$ cat config.mk
export PLATFORM = sky130hd
export DESIGN_NAME = flash_wsm_status
export DESIGN_NICKNAME = d
export VERILOG_FILES = /design/src/rtl/flash_wsm_pkg.sv /design/src/rtl/flash_lock_decode.sv /design/src/rtl/flash_pulse_counter.sv /design/src/rtl/flash_status_pack.sv /design/src/rtl/flash_wsm_status.sv
export SDC_FILE = /design/constraint.sdc
export NUM_CORES = 1
export LEC_CHECK = 0
export BUFFER_PORTS_ARGS = -buffer_cell sky130_fd_sc_hd__buf_4
export CAP_MARGIN = 30
export CORE_UTILIZATION = 47
export DETAILED_ROUTE_END_ITERATION = 6
export GPL_ROUTABILITY_DRIVEN = 0
export PLACE_DENSITY_LB_ADDON = 0.12
export SYNTH_ARGS = -nofsm -noshare
export SYNTH_HDL_FRONTEND = slang
export SYNTH_HIERARCHICAL = 1
export SYNTH_SLANG_ARGS = --single-unit
$ cat constraint.sdc
create_clock -name clk -period 1.9 [get_ports clk]
set_input_delay 0.095 -clock clk [delete_from_list [all_inputs] [get_ports clk]]
set_output_delay 0.095 -clock clk [all_outputs]
set_load 0.02 [all_outputs]
$ cat src/rtl/flash_wsm_pkg.sv
package flash_wsm_pkg;

    typedef enum logic [2:0] {
        OP_NONE   = 3'd0,
        OP_PROG   = 3'd1,
        OP_ERASE  = 3'd2,
        OP_SUSP   = 3'd3,
        OP_RESUME = 3'd4,
        OP_CLEAR  = 3'd5,
        OP_SEQERR = 3'd6
    } wsm_op_e;

    typedef enum logic [1:0] {
        ST_IDLE  = 2'd0,
        ST_PULSE = 2'd1,
        ST_CHECK = 2'd2,
        ST_SUSP  = 2'd3
    } wsm_state_e;

    typedef struct packed {
        wsm_state_e st;
        logic       is_erase;
        logic       f_erase;
        logic       f_prog;
        logic       f_supply;
        logic       f_lock;
    } wsm_regs_t;

endpackage

$ cat src/rtl/flash_lock_decode.sv
module flash_lock_decode #(
    parameter int unsigned NUM_BLOCKS = 23,
    parameter int unsigned LOCK_COUNT = 2,
    localparam int unsigned BLK_W = (NUM_BLOCKS > 1) ? $clog2(NUM_BLOCKS) : 1
) (
    input  logic [BLK_W-1:0] blk,
    input  logic             wp_n,
    output logic             locked
);

    logic [LOCK_COUNT-1:0] hit;

    for (genvar g = 0; g < LOCK_COUNT; g++) begin : g_top
        localparam int unsigned IDX = NUM_BLOCKS - 1 - g;
        assign hit[g] = (blk == BLK_W'(IDX));
    end

    assign locked = !wp_n && (|hit);

endmodule

$ cat src/rtl/flash_pulse_counter.sv
module flash_pulse_counter #(
    parameter int unsigned PULSE_LIMIT = 4,
    localparam int unsigned CNT_W = $clog2(PULSE_LIMIT + 1)
) (
    input  logic clk,
    input  logic rst_n,
    input  logic clr,
    input  logic inc,
    output logic at_limit
);

    logic [CNT_W-1:0] cnt_d, cnt_q;

    always_comb begin
        cnt_d = cnt_q;
        if (clr) begin
            cnt_d = '0;
        end else if (inc && (cnt_q < CNT_W'(PULSE_LIMIT))) begin
            cnt_d = cnt_q + 1'b1;
        end
    end

    always_ff @(posedge clk or negedge rst_n) begin
        if (!rst_n) begin
            cnt_q <= '0;
        end else begin
            cnt_q <= cnt_d;
        end
    end

    assign at_limit = (cnt_q >= CNT_W'(PULSE_LIMIT));

endmodule

$ cat src/rtl/flash_status_pack.sv
module flash_status_pack (
    input  logic       rdy,
    input  logic       susp_erase,
    input  logic       susp_prog,
    input  logic       f_erase,
    input  logic       f_prog,
    input  logic       f_supply,
    input  logic       f_lock,
    output logic [7:0] status
);

    always_comb begin
        status    = '0;
        status[7] = rdy;
        status[6] = susp_erase;
        status[5] = f_erase;
        status[4] = f_prog;
        status[3] = f_supply;
        status[2] = susp_prog;
        status[1] = f_lock;
        status[0] = 1'b0;
    end

endmodule

$ cat src/rtl/flash_wsm_status.sv
module flash_wsm_status
    import flash_wsm_pkg::*;
#(
    parameter int unsigned NUM_BLOCKS  = 23,
    parameter int unsigned PULSE_LIMIT = 4,
    localparam int unsigned BLK_W = (NUM_BLOCKS > 1) ? $clog2(NUM_BLOCKS) : 1
) (
    input  logic             clk,
    input  logic             rst_n,
    input  logic             req_valid,
    input  logic [2:0]       req_op,
    input  logic [BLK_W-1:0] req_blk,
    input  logic             wp_n,
    input  logic             vpp_ok,
    input  logic             verify_pass,
    output logic             ready,
    output logic [7:0]       status
);

    wsm_regs_t r_d, r_q;
    wsm_op_e   op;
    logic      blk_locked;
    logic      cnt_clr, cnt_inc, cnt_at_limit;
    logic      want_susp, want_resume, want_clear;

    flash_lock_decode #(
        .NUM_BLOCKS(NUM_BLOCKS),
        .LOCK_COUNT(2)
    ) i_lock (
        .blk    (req_blk),
        .wp_n   (wp_n),
        .locked (blk_locked)
    );

    flash_pulse_counter #(
        .PULSE_LIMIT(PULSE_LIMIT)
    ) i_cnt (
        .clk      (clk),
        .rst_n    (rst_n),
        .clr      (cnt_clr),
        .inc      (cnt_inc),
        .at_limit (cnt_at_limit)
    );

    assign op          = wsm_op_e'(req_op);
    assign want_susp   = req_valid && (op == OP_SUSP);
    assign want_resume = req_valid && (op == OP_RESUME);
    assign want_clear  = req_valid && (op == OP_CLEAR);

    always_comb begin
        r_d     = r_q;
        cnt_clr = 1'b0;
        cnt_inc = 1'b0;
        unique case (r_q.st)
            ST_IDLE: begin
                if (req_valid) begin
                    case (op)
                        OP_PROG, OP_ERASE: begin
                            if (blk_locked) begin
                                r_d.f_lock = 1'b1;
                            end else if (!vpp_ok) begin
                                r_d.f_supply = 1'b1;
                            end else begin
                                r_d.st       = ST_PULSE;
                                r_d.is_erase = (op == OP_ERASE);
                                cnt_clr      = 1'b1;
                            end
                        end
                        OP_CLEAR: begin
                            r_d.f_erase  = 1'b0;
                            r_d.f_prog   = 1'b0;
                            r_d.f_supply = 1'b0;
                            r_d.f_lock   = 1'b0;
                        end
                        OP_SEQERR: begin
                            r_d.f_erase = 1'b1;
                            r_d.f_prog  = 1'b1;
                        end
                        default: ;
                    endcase
                end
            end
            ST_PULSE: begin
                if (want_susp) begin
                    r_d.st = ST_SUSP;
                end else begin
                    cnt_inc = 1'b1;
                    r_d.st  = ST_CHECK;
                end
            end
            ST_CHECK: begin
                if (want_susp) begin
                    r_d.st = ST_SUSP;
                end else if (!vpp_ok) begin
                    r_d.f_supply = 1'b1;
                    r_d.st       = ST_IDLE;
                end else if (verify_pass) begin
                    r_d.st = ST_IDLE;
                end else if (!r_q.is_erase) begin
                    r_d.f_prog = 1'b1;
                    r_d.st     = ST_IDLE;
                end else if (cnt_at_limit) begin
                    r_d.f_erase = 1'b1;
                    r_d.st      = ST_IDLE;
                end else begin
                    r_d.st = ST_PULSE;
                end
            end
            ST_SUSP: begin
                if (want_resume) begin
                    r_d.st = ST_PULSE;
                end else if (want_clear) begin
                    r_d.f_erase  = 1'b0;
                    r_d.f_prog   = 1'b0;
                    r_d.f_supply = 1'b0;
                    r_d.f_lock   = 1'b0;
                end
            end
            default: r_d.st = ST_IDLE;
        endcase
    end

    always_ff @(posedge clk or negedge rst_n) begin
        if (!rst_n) begin
            r_q <= '{st: ST_IDLE, default: 1'b0};
        end else begin
            r_q <= r_d;
        end
    end

    assign ready = (r_q.st == ST_IDLE) || (r_q.st == ST_SUSP);

    flash_status_pack i_pack (
        .rdy        ((r_q.st == ST_IDLE) || (r_q.st == ST_SUSP)),
        .susp_erase ((r_q.st == ST_SUSP) && r_q.is_erase),
        .susp_prog  ((r_q.st == ST_SUSP) && !r_q.is_erase),
        .f_erase    (r_q.f_erase),
        .f_prog     (r_q.f_prog),
        .f_supply   (r_q.f_supply),
        .f_lock     (r_q.f_lock),
        .status     (status)
    );

endmodule

==> results.sh <==
export IMPL_status="finished clean"
export IMPL_start_util_pct=52.50
export IMPL_clock_sink_count=10
export IMPL_fmax_mhz=544.8
export IMPL_crit_path_end_kind="flop"
export IMPL_yosys_warnings=6
export IMPL_grt_overflow=0
export IMPL_core_area_mm2=0.001802
export IMPL_dp_hpwl_um=1515
export IMPL_grt_pass1_wl_um=3153
export IMPL_n_fill_cell=158
export IMPL_period_share_pct=96.60
export IMPL_multi_input_area_um2=595.6
export IMPL_synth_top_area_share_pct=26.46
export IMPL_synth_avg_cell_area_um2=9.095
export IMPL_synth_top_flop_cell="dfrtp_1"
export IMPL_drt_iter0_markers=20
export IMPL_slowest_stage="dfrtp_1"
export IMPL_pin_count=23
export IMPL_num_rows=15
export IMPL_wl_um=1928
export IMPL_cap_viol_max_count=0
export IMPL_finalSetupViolations=0
export IMPL_synth_edff_count=0
export IMPL_vdd_drop_max_mv=0.8220
export IMPL_worstPathCellList="ha_1 > or3b_4 > o32ai_2 > o311ai_2 > mux2_1"
export IMPL_syn_inst=104
export IMPL_synthTopCellsByCount="dfrtp_1, inv_1, buf_4, ha_1, nor2_1"
export IMPL_critical_path_max_fanout=4
export IMPL_arrival_ns=1.99
export IMPL_fin_skew_ns=0.0002221
export IMPL_grt_pass1_vias=736
export IMPL_viasPerCell=5.387
export IMPL_antenna_found_initial=0
export IMPL_hp_class="input port to async pin"
export IMPL_period_needed_ns=1.835
export IMPL_yosysTopAreaCell="dfrtp_1"
export IMPL_cp_start_kind="flop"
export IMPL_die_y_um=46.86
export IMPL_htreeDepth=1
export IMPL_numCtsBuffers=3
export IMPL_ys_types=45
export IMPL_synth_area_leaders="dfrtp_1, ha_1, buf_4"
export IMPL_reg2reg_setup_slack_ns=0.06
export IMPL_slowest_delay_ns=0.41
export IMPL_firstDrtPassIters=4
export IMPL_seqCellArea_um2=250.2
export IMPL_crit_type="flop to flop"
export IMPL_nets=148
export IMPL_numPortBuffers=21
export IMPL_avgRoutedWirePerCell_um=12.85
export IMPL_antenna_cells=0
export IMPL_critPathRequiredTime_ns=2.05
export IMPL_dieArea_mm2=0.002196
export IMPL_finalSetupTns_ns=0
export IMPL_detail_route_antenna_nets=0
export IMPL_ys_seq_elements=10
export IMPL_die_w_um=46.86
export IMPL_power_per_cell_area_mw_per_mm2=1262
export IMPL_clk_latency_ns=0.27
export IMPL_area_delta_synth_final_pct=23.81
export IMPL_leakage_nw=0.5402
export IMPL_synthesis_area_um2=945.9
export IMPL_cts_buffer_depth=2
export IMPL_drv_slew=0
export IMPL_synthesis_nets=126
export IMPL_seq_area_frac_synth_pct=26.46
export IMPL_drc_errors=0
export IMPL_hold_violations=0
export IMPL_grt_max_degree=11
export IMPL_clkSlewWorstSetupHoldPaths_ns=0.07
export IMPL_root_buffer="clkbuf_4"
export IMPL_layout_drive_gt1_share_pct=32.80
export IMPL_fin_hold_ws_ns=0.1902
export IMPL_cts_tree="done"
export IMPL_grt_usage_pct=20.54
export IMPL_vias=808
export IMPL_async_flop_share_pct=100.0
==> report_power, final <==
part	switching [mW]	internal, mW
combinational	0.451	0.446
clock	0.0754	0.116
sequential	0.0816	0.307
total	0.608	0.870
==> final cells by class <==
| cell class | instances | share of cell area [%] |
|---|---|---|
| multi-input cells | 72 | 50.85 |
| flip-flops and latches | 10 | 21.37 |
| repair buffers | 29 | 18.80 |
| inverters | 10 | 3.205 |
| clock buffers | 4 | 3.098 |
| well taps | 25 | 2.671 |
==> kinds of logic (layout without fill, tap and decap cells) <==
logic type	after synthesis	count (layout)	share of synthesized area [%]
muxes	6	6	7.274
AOI/OAI and AO/OA	24	24	19.45
and+or+nand+nor	31	31	21.69
other	1	1	0.3964
buffers and inverters	22	43	12.30
xor gates and xnor gates	2	2	1.852
adders and majority gates	8	8	10.58
DFF	10	10	26.46
==> worst max-delay path: cells and delay by family (launching register included) <==
kind                       cells  cell delay [ns]
DFF                            1             0.41
and+or+nand+nor                1             0.39
AOI/OAI and AO/OA              2             0.37
muxes                          1             0.32
adders and majority gates      1             0.22
==> state kept, by name, indices dropped and copies added (netlist names) <==
| register | cells |
|---|---|
| r_q | 7 |
| i_cnt/cnt_q | 3 |
==> through the flow <==
stage	setup WS (ns)	std cells	cell area [um^2]	utilization, %	power (mW)
6_report	0.06459	150	1171	65.00	1.478
3_5_place_dp	0.09658	142	1086	60.28	1.242
2_1_floorplan	0.03270	104	945.9	-	1.050
3_3_place_gp	0.1123	142	1086	60.28	1.226
4_1_cts	0.07794	147	1132	62.85	1.446
5_1_grt	-0.01102	150	1171	65.00	1.588
==> path summary, 6_finish.rpt <==
check / startpoint / end / cells past startpoint
worst max-delay path: r_q[5]$_DFFE_PN0P_ / r_q[0]$_DFFE_PN0P_ / 5
worst min-delay path: rst_n / r_q[0]$_DFFE_PN0P_ / 2
worst max register to register: r_q[5]$_DFFE_PN0P_ / r_q[0]$_DFFE_PN0P_ / 5
worst min register to register: r_q[0]$_DFFE_PN0P_ / r_q[0]$_DFFE_PN0P_ / 1
max in group asynchronous: rst_n / r_q[6]$_DFFE_PN0P_ / 2
min in group clk: req_valid / r_q[0]$_DFFE_PN0P_ / 3
==> repair_timing <==
| action | in CTS | in global routing |
|---|---|---|
| endpoints found under the hold margin | 10 | 0 |
| hold buffers | 1 | 0 |
| gates resized for setup | 0 | 2 |
| buffers inserted | 0 | 3 |
| endpoints found under the setup margin | 0 | 2 |
==> placed cells by master, fill, tap and decap left out, types with 2 or more instances in the layout <==
cell type	count
nand2_1	5
o21ai_0	4
o31ai_1	3
a21oi_1	2
or2b_1	2
nor2b_1	4
dfrtp_1	10
mux2_2	2
nor2_1	7
a41oi_1	2
o21a_1	2
inv_1	10
xnor2_1	2
buf_4	28
mux2i_1	2
ha_1	8
clkbuf_4	3
==> metal layers <==
layer,part of all wire [%],routed length [um],vias to the layer above,global-route usage (%)
met2,50,963,22,35.56
li1,-,-,403,-
met4,0,0,0,5.143
met1,45,861,383,24.41
met5,0,0,-,0
met3,5.3,103,0,6.923
Power figures use the tool's default switching activity.
